`src/rtl/irda_codec.sv`:
```
module irda_codec #(
  parameter int                OVS        = 16,
  parameter int                NORM_TICKS = 3,
  parameter int                CODE_W     = 3,
  parameter int                MODE_W     = 3,
  parameter logic [MODE_W-1:0] MODE_IR    = 3'd2
) (
  input  logic              clk,
  input  logic              rst_n,
  input  logic              os_tick,
  input  logic              nrz_tx,
  input  logic              ir_rx_raw,
  input  logic [MODE_W-1:0] mode_sel,
  input  logic              rx_invert,
  input  logic              fixed_en,
  input  logic [CODE_W-1:0] width_code,
  output logic              ir_tx,
  output logic              nrz_rx
);
  localparam int PH_W = $clog2(OVS);
  localparam int NT_W = $clog2(NORM_TICKS) + 1;
  localparam int PC_W = (1 << CODE_W) + 1;

  logic              irda;
  logic              tx_run, tx_pulse, tx_bound, tx_start;
  logic [PH_W-1:0]   tx_ph;
  logic [NT_W-1:0]   tx_ntk;
  logic [PC_W-1:0]   tx_pcnt, fixed_w;
  logic              rx_in, rx_s1, rx_s2, rx_s3, rx_edge, rx_hold;
  logic [PH_W-1:0]   rx_cnt;

  assign irda     = (mode_sel == MODE_IR);
  assign tx_bound = os_tick && (!tx_run || tx_ph == PH_W'(OVS - 1));
  assign tx_start = irda && tx_bound && !nrz_tx;
  assign fixed_w  = PC_W'(1) << ({1'b0, width_code} + (CODE_W + 1)'(1));

  always_ff @(posedge clk or negedge rst_n) begin
    if (!rst_n) begin
      tx_run   <= 1'b0;
      tx_ph    <= '0;
      tx_pulse <= 1'b0;
      tx_ntk   <= '0;
      tx_pcnt  <= '0;
    end else if (!irda) begin
      tx_run   <= 1'b0;
      tx_ph    <= '0;
      tx_pulse <= 1'b0;
      tx_ntk   <= '0;
      tx_pcnt  <= '0;
    end else begin
      if (tx_bound) begin
        tx_run <= !nrz_tx;
        tx_ph  <= '0;
      end else if (os_tick && tx_run) begin
        tx_ph <= tx_ph + PH_W'(1);
      end

      if (tx_start) begin
        tx_pulse <= 1'b1;
        tx_ntk   <= '0;
        tx_pcnt  <= '0;
      end else if (tx_bound) begin
        tx_pulse <= 1'b0;
      end else if (tx_pulse) begin
        if (fixed_en) begin
          tx_pcnt <= tx_pcnt + PC_W'(1);
          if (tx_pcnt == fixed_w - PC_W'(1)) tx_pulse <= 1'b0;
        end else if (os_tick) begin
          tx_ntk <= tx_ntk + NT_W'(1);
          if (tx_ntk == NT_W'(NORM_TICKS - 1)) tx_pulse <= 1'b0;
        end
      end
    end
  end

  assign ir_tx = tx_pulse;

  assign rx_in   = ir_rx_raw ^ rx_invert;
  assign rx_edge = rx_s2 && !rx_s3;

  always_ff @(posedge clk or negedge rst_n) begin
    if (!rst_n) begin
      rx_s1 <= 1'b0;
      rx_s2 <= 1'b0;
      rx_s3 <= 1'b0;
    end else begin
      rx_s1 <= rx_in;
      rx_s2 <= rx_s1;
      rx_s3 <= rx_s2;
    end
  end

  always_ff @(posedge clk or negedge rst_n) begin
    if (!rst_n) begin
      rx_hold <= 1'b0;
      rx_cnt  <= '0;
    end else if (!irda) begin
      rx_hold <= 1'b0;
      rx_cnt  <= '0;
    end else if (rx_edge) begin
      rx_hold <= 1'b1;
      rx_cnt  <= '0;
    end else if (rx_hold && os_tick) begin
      if (rx_cnt == PH_W'(OVS - 1)) rx_hold <= 1'b0;
      else rx_cnt <= rx_cnt + PH_W'(1);
    end
  end

  assign nrz_rx = !rx_hold;
endmodule


```
`config.mk`:
```
export PLATFORM = sky130hd
export DESIGN_NAME = irda_codec
export DESIGN_NICKNAME = d
export VERILOG_FILES = /design/src/rtl/irda_codec.sv
export SDC_FILE = /design/constraint.sdc
export NUM_CORES = 1
export LEC_CHECK = 0
export BUFFER_PORTS_ARGS = -buffer_cell sky130_fd_sc_hd__clkbuf_2
export CAP_MARGIN = 10
export CORE_UTILIZATION = 43
export CTS_BUF_LIST = sky130_fd_sc_hd__clkbuf_4
export CTS_CLUSTER_DIAMETER = 100
export DETAILED_ROUTE_END_ITERATION = 6
export MAX_ROUTING_LAYER = met4
export SLEW_MARGIN = 15
export SYNTH_ARGS = -nofsm -noshare
export SYNTH_HDL_FRONTEND = slang
export SYNTH_SLANG_ARGS = --single-unit
```
`constraint.sdc`:
```
create_clock -name clk -period 3.15 [get_ports clk]
set_input_delay 0.315 -clock clk [delete_from_list [all_inputs] [get_ports clk]]
set_output_delay 0.315 -clock clk [all_outputs]
set_load 0.01 [all_outputs]
```
# Word level (Yosys, flattened, before mapping)
# Cells that the tools add are included.
# Widths: inputs -> output; s select.
[word_totals] word_cells=80 in_bits=13 regBits=26
[classes] shift=1 eq_ne=15 n_reduce_logical=15 muxes=32 n_bitwise=1 add_sub_neg=6
[ops] operator="$mux 9" count=5
[ops] operator="$mux 4" count=7
[ops] operator="$mux 3" count=6
[ops] operator="$mux 1" count=14
[ops] operator="$ne 3x1->1 const B" count=4
[ops] operator="$ne 3x2->1 const B" count=4
[ops] operator="$add 9x1->9 const B" count=1
[ops] operator="$eq 9x9->1" count=1
[ops] operator="$shl 1x4->9 const A" count=1
[ops] operator="$sub 9x1->9 const B" count=1
[ops] operator="$add 4x1->4 const B" count=2
[ops] operator="$eq 4x4->1 const B" count=2
[ops] operator="$eq 3x2->1 const B" count=2
[ops] operator="$logic_and 1x1->1" count=6
[ops] operator="$add 3x1->4 const B" count=1
[ops] operator="$logic_not 1->1" count=4
[ops] operator="$reduce_and 2->1" count=2
[ops] operator="$reduce_and 4->1" count=1
[ops] operator="$add 3x1->3 const B" count=1
[ops] operator="$ne 3x3->1 const B" count=1
[ops] operator="$reduce_and 3->1" count=1
[ops] operator="$ne 2x1->1 const B" count=1
[ops] operator="$logic_or 1x1->1" count=1
[ops] operator="$xor 1x1->1" count=1

# Longest topological paths before layout
[depth] ltp_word=10 mapped_depth=9

# Worst setup path before layout
# OpenSTA, ideal clock, no wires.
[synth_path] kind="input port to flip-flop" startpoint="input port width_code[0]" endpoint="register tx_pulse (netlist: ir_tx)" cell_stages=8 slack_ps=1124 arrival_time_ps=1896 setup_ps=130 path_cell_list="buf_6 -> or3_4 -> ha_1 -> buf_2 -> o41ai_1 -> o22ai_1 -> nor4_2 -> a31oi_1"
[synth_between] elab_chain_cells=10
[synth_rtl] item="from (decl)" line_no="16" text="input logic [CODE_W-1:0] width_code,"
[synth_rtl] item="$add 3x1->4" line_no="35" text="assign fixed_w = PC_W'(1) << ({1'b0, width_code} + (CODE_W + 1)'(1));"
[synth_rtl] item="$shl 1x4->9" line_no="35"
[synth_rtl] item="$sub 9x1->9" line_no="67" text="if (tx_pcnt == fixed_w - PC_W'(1)) tx_pulse <= 1'b0;"
[synth_rtl] item="$eq 9x9->1" line_no="67"
[synth_rtl] item="$mux 1" line_no="67"
[synth_rtl] item="$mux 1" line_no="65" text="if (fixed_en) begin"
[synth_rtl] item="$mux 1" line_no="64" text="end else if (tx_pulse) begin"
[synth_rtl] item="$mux 1" line_no="62" text="end else if (tx_bound) begin"
[synth_rtl] item="$mux 1" line_no="58" text="if (tx_start) begin"
[synth_rtl] item="$mux 1" line_no="44" text="end else if (!irda) begin"
[synth_rtl] item="to (signal assigned)" line_no="47" text="tx_pulse <= 1'b0;"
[synth_rtl] item="to (signal assigned)" line_no="59" text="tx_pulse <= 1'b1;"
[synth_rtl] item="to (signal assigned)" line_no="63" text="tx_pulse <= 1'b0;"
[synth_rtl] item="to (decl)" line_no="25" text="logic tx_run, tx_pulse, tx_bound, tx_start;"
# Every way passes these cells.
# A chain may end at the register's enable or synchronous reset.

# Worst setup path in the final report
[layout_path] startpoint="input port width_code[1]" endpoint="register tx_pulse (netlist: ir_tx)"
# The elaborated chain is that of the path after synthesis.

==> metrics <==
total die area=3980 um2; Max Slew Vio Count=0; Worst setup SP type=input pin; Tcrit/Tclk final=60.2%; mux contribution to synthesized area=1.87%; Synth async-reset ratio=100%; cell with the largest stage delay on the worst path=or3_4; Post-Synth Adder-Cell Area=under 10%; Clock Power Share=roughly 36%; Die H=between 60 and 70 um; Fmax=between 500 and 600 MHz; Simple-Gate Fraction of Synth Area=25.5%; CP Capture Type=register; CP Class=input pin to register; fraction of layout cells with a size suffix above 1=between 10% and 20%; placed instance count=about 220; Initial DRC Count=44; clock latency on the worst-skew pair=0.32 ns; WHS=-0.0189 ns; unrepaired setup endpoints after global routing=no; Slew Limit Headroom=57.3%; critical path's top delay family=simple AND/OR/NAND/NOR gates; dominant synthesized flop cell=dfrtp_1; synthesized net count=around 190; Port Buffer Count=14; power share of the combinational group=10.2%; Setup TNS=0 ns; gr ovfl total=0; FILL cells=330; nets@finish=202; Worst VDD drop=0.187 mV; multi-input combinational cell area=between 800 and 900 um2; Mapped Cells=about 170; Max Cap Viol=0; clock tree from TritonCTS=built; Largest stage delay, worst path=between 0.4 and 0.5 ns; largest net degree at the start of global routing=27; # IOs=15; core area=3440 um2; mean routed wirelength per cell=14.0 um; Setup Skew=0.00147 ns; post-CTS sizing=0; hold crit path type=input pin to async pin; number of synthesized flops with an enable pin=0; CP bufs+invs=1; failing checks=negative hold slack; CP Max Fanout=12; Synth Register Bits=26; Clock Sinks=26; post-synthesis sequential area ratio=between 40% and 50%; setup violators final=0; Cell Area, Placed=1680 um2; root buffer cell=clkbuf_4; DP HPWL=2350 um; main combinational cell family by area after synthesis=simple AND/OR/NAND/NOR gates; Least-Margin Pin Slew=roughly 0.64 ns; Synth Warn #=0; FP Rows=21; sw power=147 uW; Max clock buf depth=2; Switching Share=22.9%; global-route wire length before repair=5430 um; Initial DRT Pass Iterations=4; H-tree depth=1; Distinct cells, synth=44; total number of vias=1255; Post-Syn Area per Cell=9.32 um2; CP Cell Sequence=clkbuf_2, or3_4, ha_1, o41ai_1, o22ai_1, nor4_2, a31oi_1; CTS Buf Count=3; status=finished, violations left; cts hold-fix bufs=0; vias in the first global route=1184; Final Cell Area=1730 um2; final std cells w/o fill=228; Pint=492 uW; Worst-path clk slew=0.15 ns; post-synthesis compound-gate area fraction=a little under an eighth; initial antenna violation count=0; initial core utilization=46.6%; chip width=63.1 um; gr usage total=17.9%; Cell Pwr Density=approximately 370 nW/um2; reg2reg setup slack=1.27 ns; Req. time, crit path=3.37 ns; Post-Synth XOR/XNOR Area=9.84%; antenna cell count=0; post-CTS setup buffer count=0; Fin. Hold Viols=26; Layout area overhead=7.81%; leakage power=0.000727 uW; area of the mapped netlist=1600 um2; RePlAce Congestion=0.780; critical path arrival=2.11 ns; # DRC=0; Total Routed Length=3190 um; minimum clock period=1.90 ns; Sequential Power Share=53.5%; vias per inst=about 5.5; register area=651 um2; post-route ant nets=0
[worst paths after layout]
| check | from | endpoint | depth (start not counted) |
|---|---|---|---|
| max | width_code[1] | ir_tx | 7 |
| min | rst_n | ir_tx | 1 |
| max reg2reg | tx_ph[0] | tx_pcnt[6] | 6 |
| min reg2reg | rx_s1 | rx_s2 | 0 |
| max in group asynchronous | rst_n | rx_cnt[0] | 1 |
| min in group clk | ir_rx_raw | rx_s1 | 2 |
[power groups by stage]
| stage | sequential, uW | clock [uW] | combinational [uW] |
|---|---|---|---|
| after detailed placement | 348 | 0 | 65.3 |
| after CTS | 342 | 238 | 65.6 |
| after global routing | 343 | 251 | 73.6 |
| after global placement | 348 | 0 | 63.9 |
| final | 342 | 232 | 65.3 |
| after floorplan | 347 | 0 | 47.3 |
[flip-flops by register name (all words and copies together) (netlist names)]
name / cells
tx_pcnt: 9
rx_cnt: 4
tx_ph: 4
tx_ntk: 3
ir_tx: 1
rx_hold: 1
rx_s1: 1
rx_s2: 1
rx_s3: 1
tx_run: 1
[area by class of cell]
type / instances / share of cell area, %
clock buffer: 3 / 1.30
inverter: 7 / 1.59
multi-input combinational: 130 / 49.9
sequential: 26 / 37.7
tap: 46 / 3.33
clock inverter: 1 / 1.74
timing repair buffer: 15 / 4.49
[metrics by stage]
stage          util [%]  power (uW)  setup slack [ns]
6_report           50.2         638              1.25
5_1_grt            50.2         667              1.11
4_1_cts            50.2         645              1.24
3_5_place_dp       48.7         413             0.904
3_3_place_gp       48.7         412             0.993
2_1_floorplan         -         394              1.12
[synth_stat cells (2+ instances only)]
library cell | instances | area [um2]
mux2i_1 | 3 | 30.0
o41ai_1 | 2 | 17.5
a21oi_1 | 8 | 40.0
o21ai_0 | 4 | 20.0
dfrtp_1 | 26 | 651
and3_1 | 4 | 25.0
nor3b_1 | 2 | 15.0
a31oi_1 | 2 | 12.5
nand3_1 | 7 | 35.0
buf_4 | 2 | 15.0
or2_2 | 2 | 12.5
buf_6 | 2 | 22.5
ha_1 | 6 | 75.1
nor3_1 | 2 | 10.0
xor2_1 | 13 | 114
buf_2 | 5 | 25.0
nand4_1 | 11 | 68.8
nand2b_1 | 2 | 12.5
xnor2_1 | 5 | 43.8
nor2_1 | 23 | 86.3
nand2_1 | 11 | 41.3
a22oi_1 | 2 | 15.0
o22ai_1 | 2 | 12.5
inv_1 | 6 | 22.5
[placed cells by master (no fill, tap or decap), types with 5 or more instances in the layout]
| cell | instances |
|---|---|
| nand2_1 | 11 |
| xnor2_1 | 5 |
| ha_1 | 6 |
| clkbuf_2 | 14 |
| dfrtp_1 | 26 |
| inv_1 | 6 |
| nand3_1 | 7 |
| xor2_1 | 13 |
| a21oi_1 | 8 |
| nor2_1 | 23 |
| nand4_1 | 11 |
[cell families after synthesis]
group	after synthesis
AO/OA/AOI/OAI	27
XOR/XNOR	18
adder cells (fa/ha/maj)	6
buffers and inverters	16
flip-flops	26
multiplexers	3
other	1
AND/OR/NAND/NOR	75
[per-layer routing]
layer | GRT usage, % | vias up | share of wire [%]
met3 | 2.90 | 2 | 3.2
met2 | 28.1 | 24 | 47
li1 | - | 623 | -
met4 | 4.36 | 0 | 0.60
met5 | - | - | 0
met1 | 24.1 | 606 | 50
(Power assumes the default switching activity.)
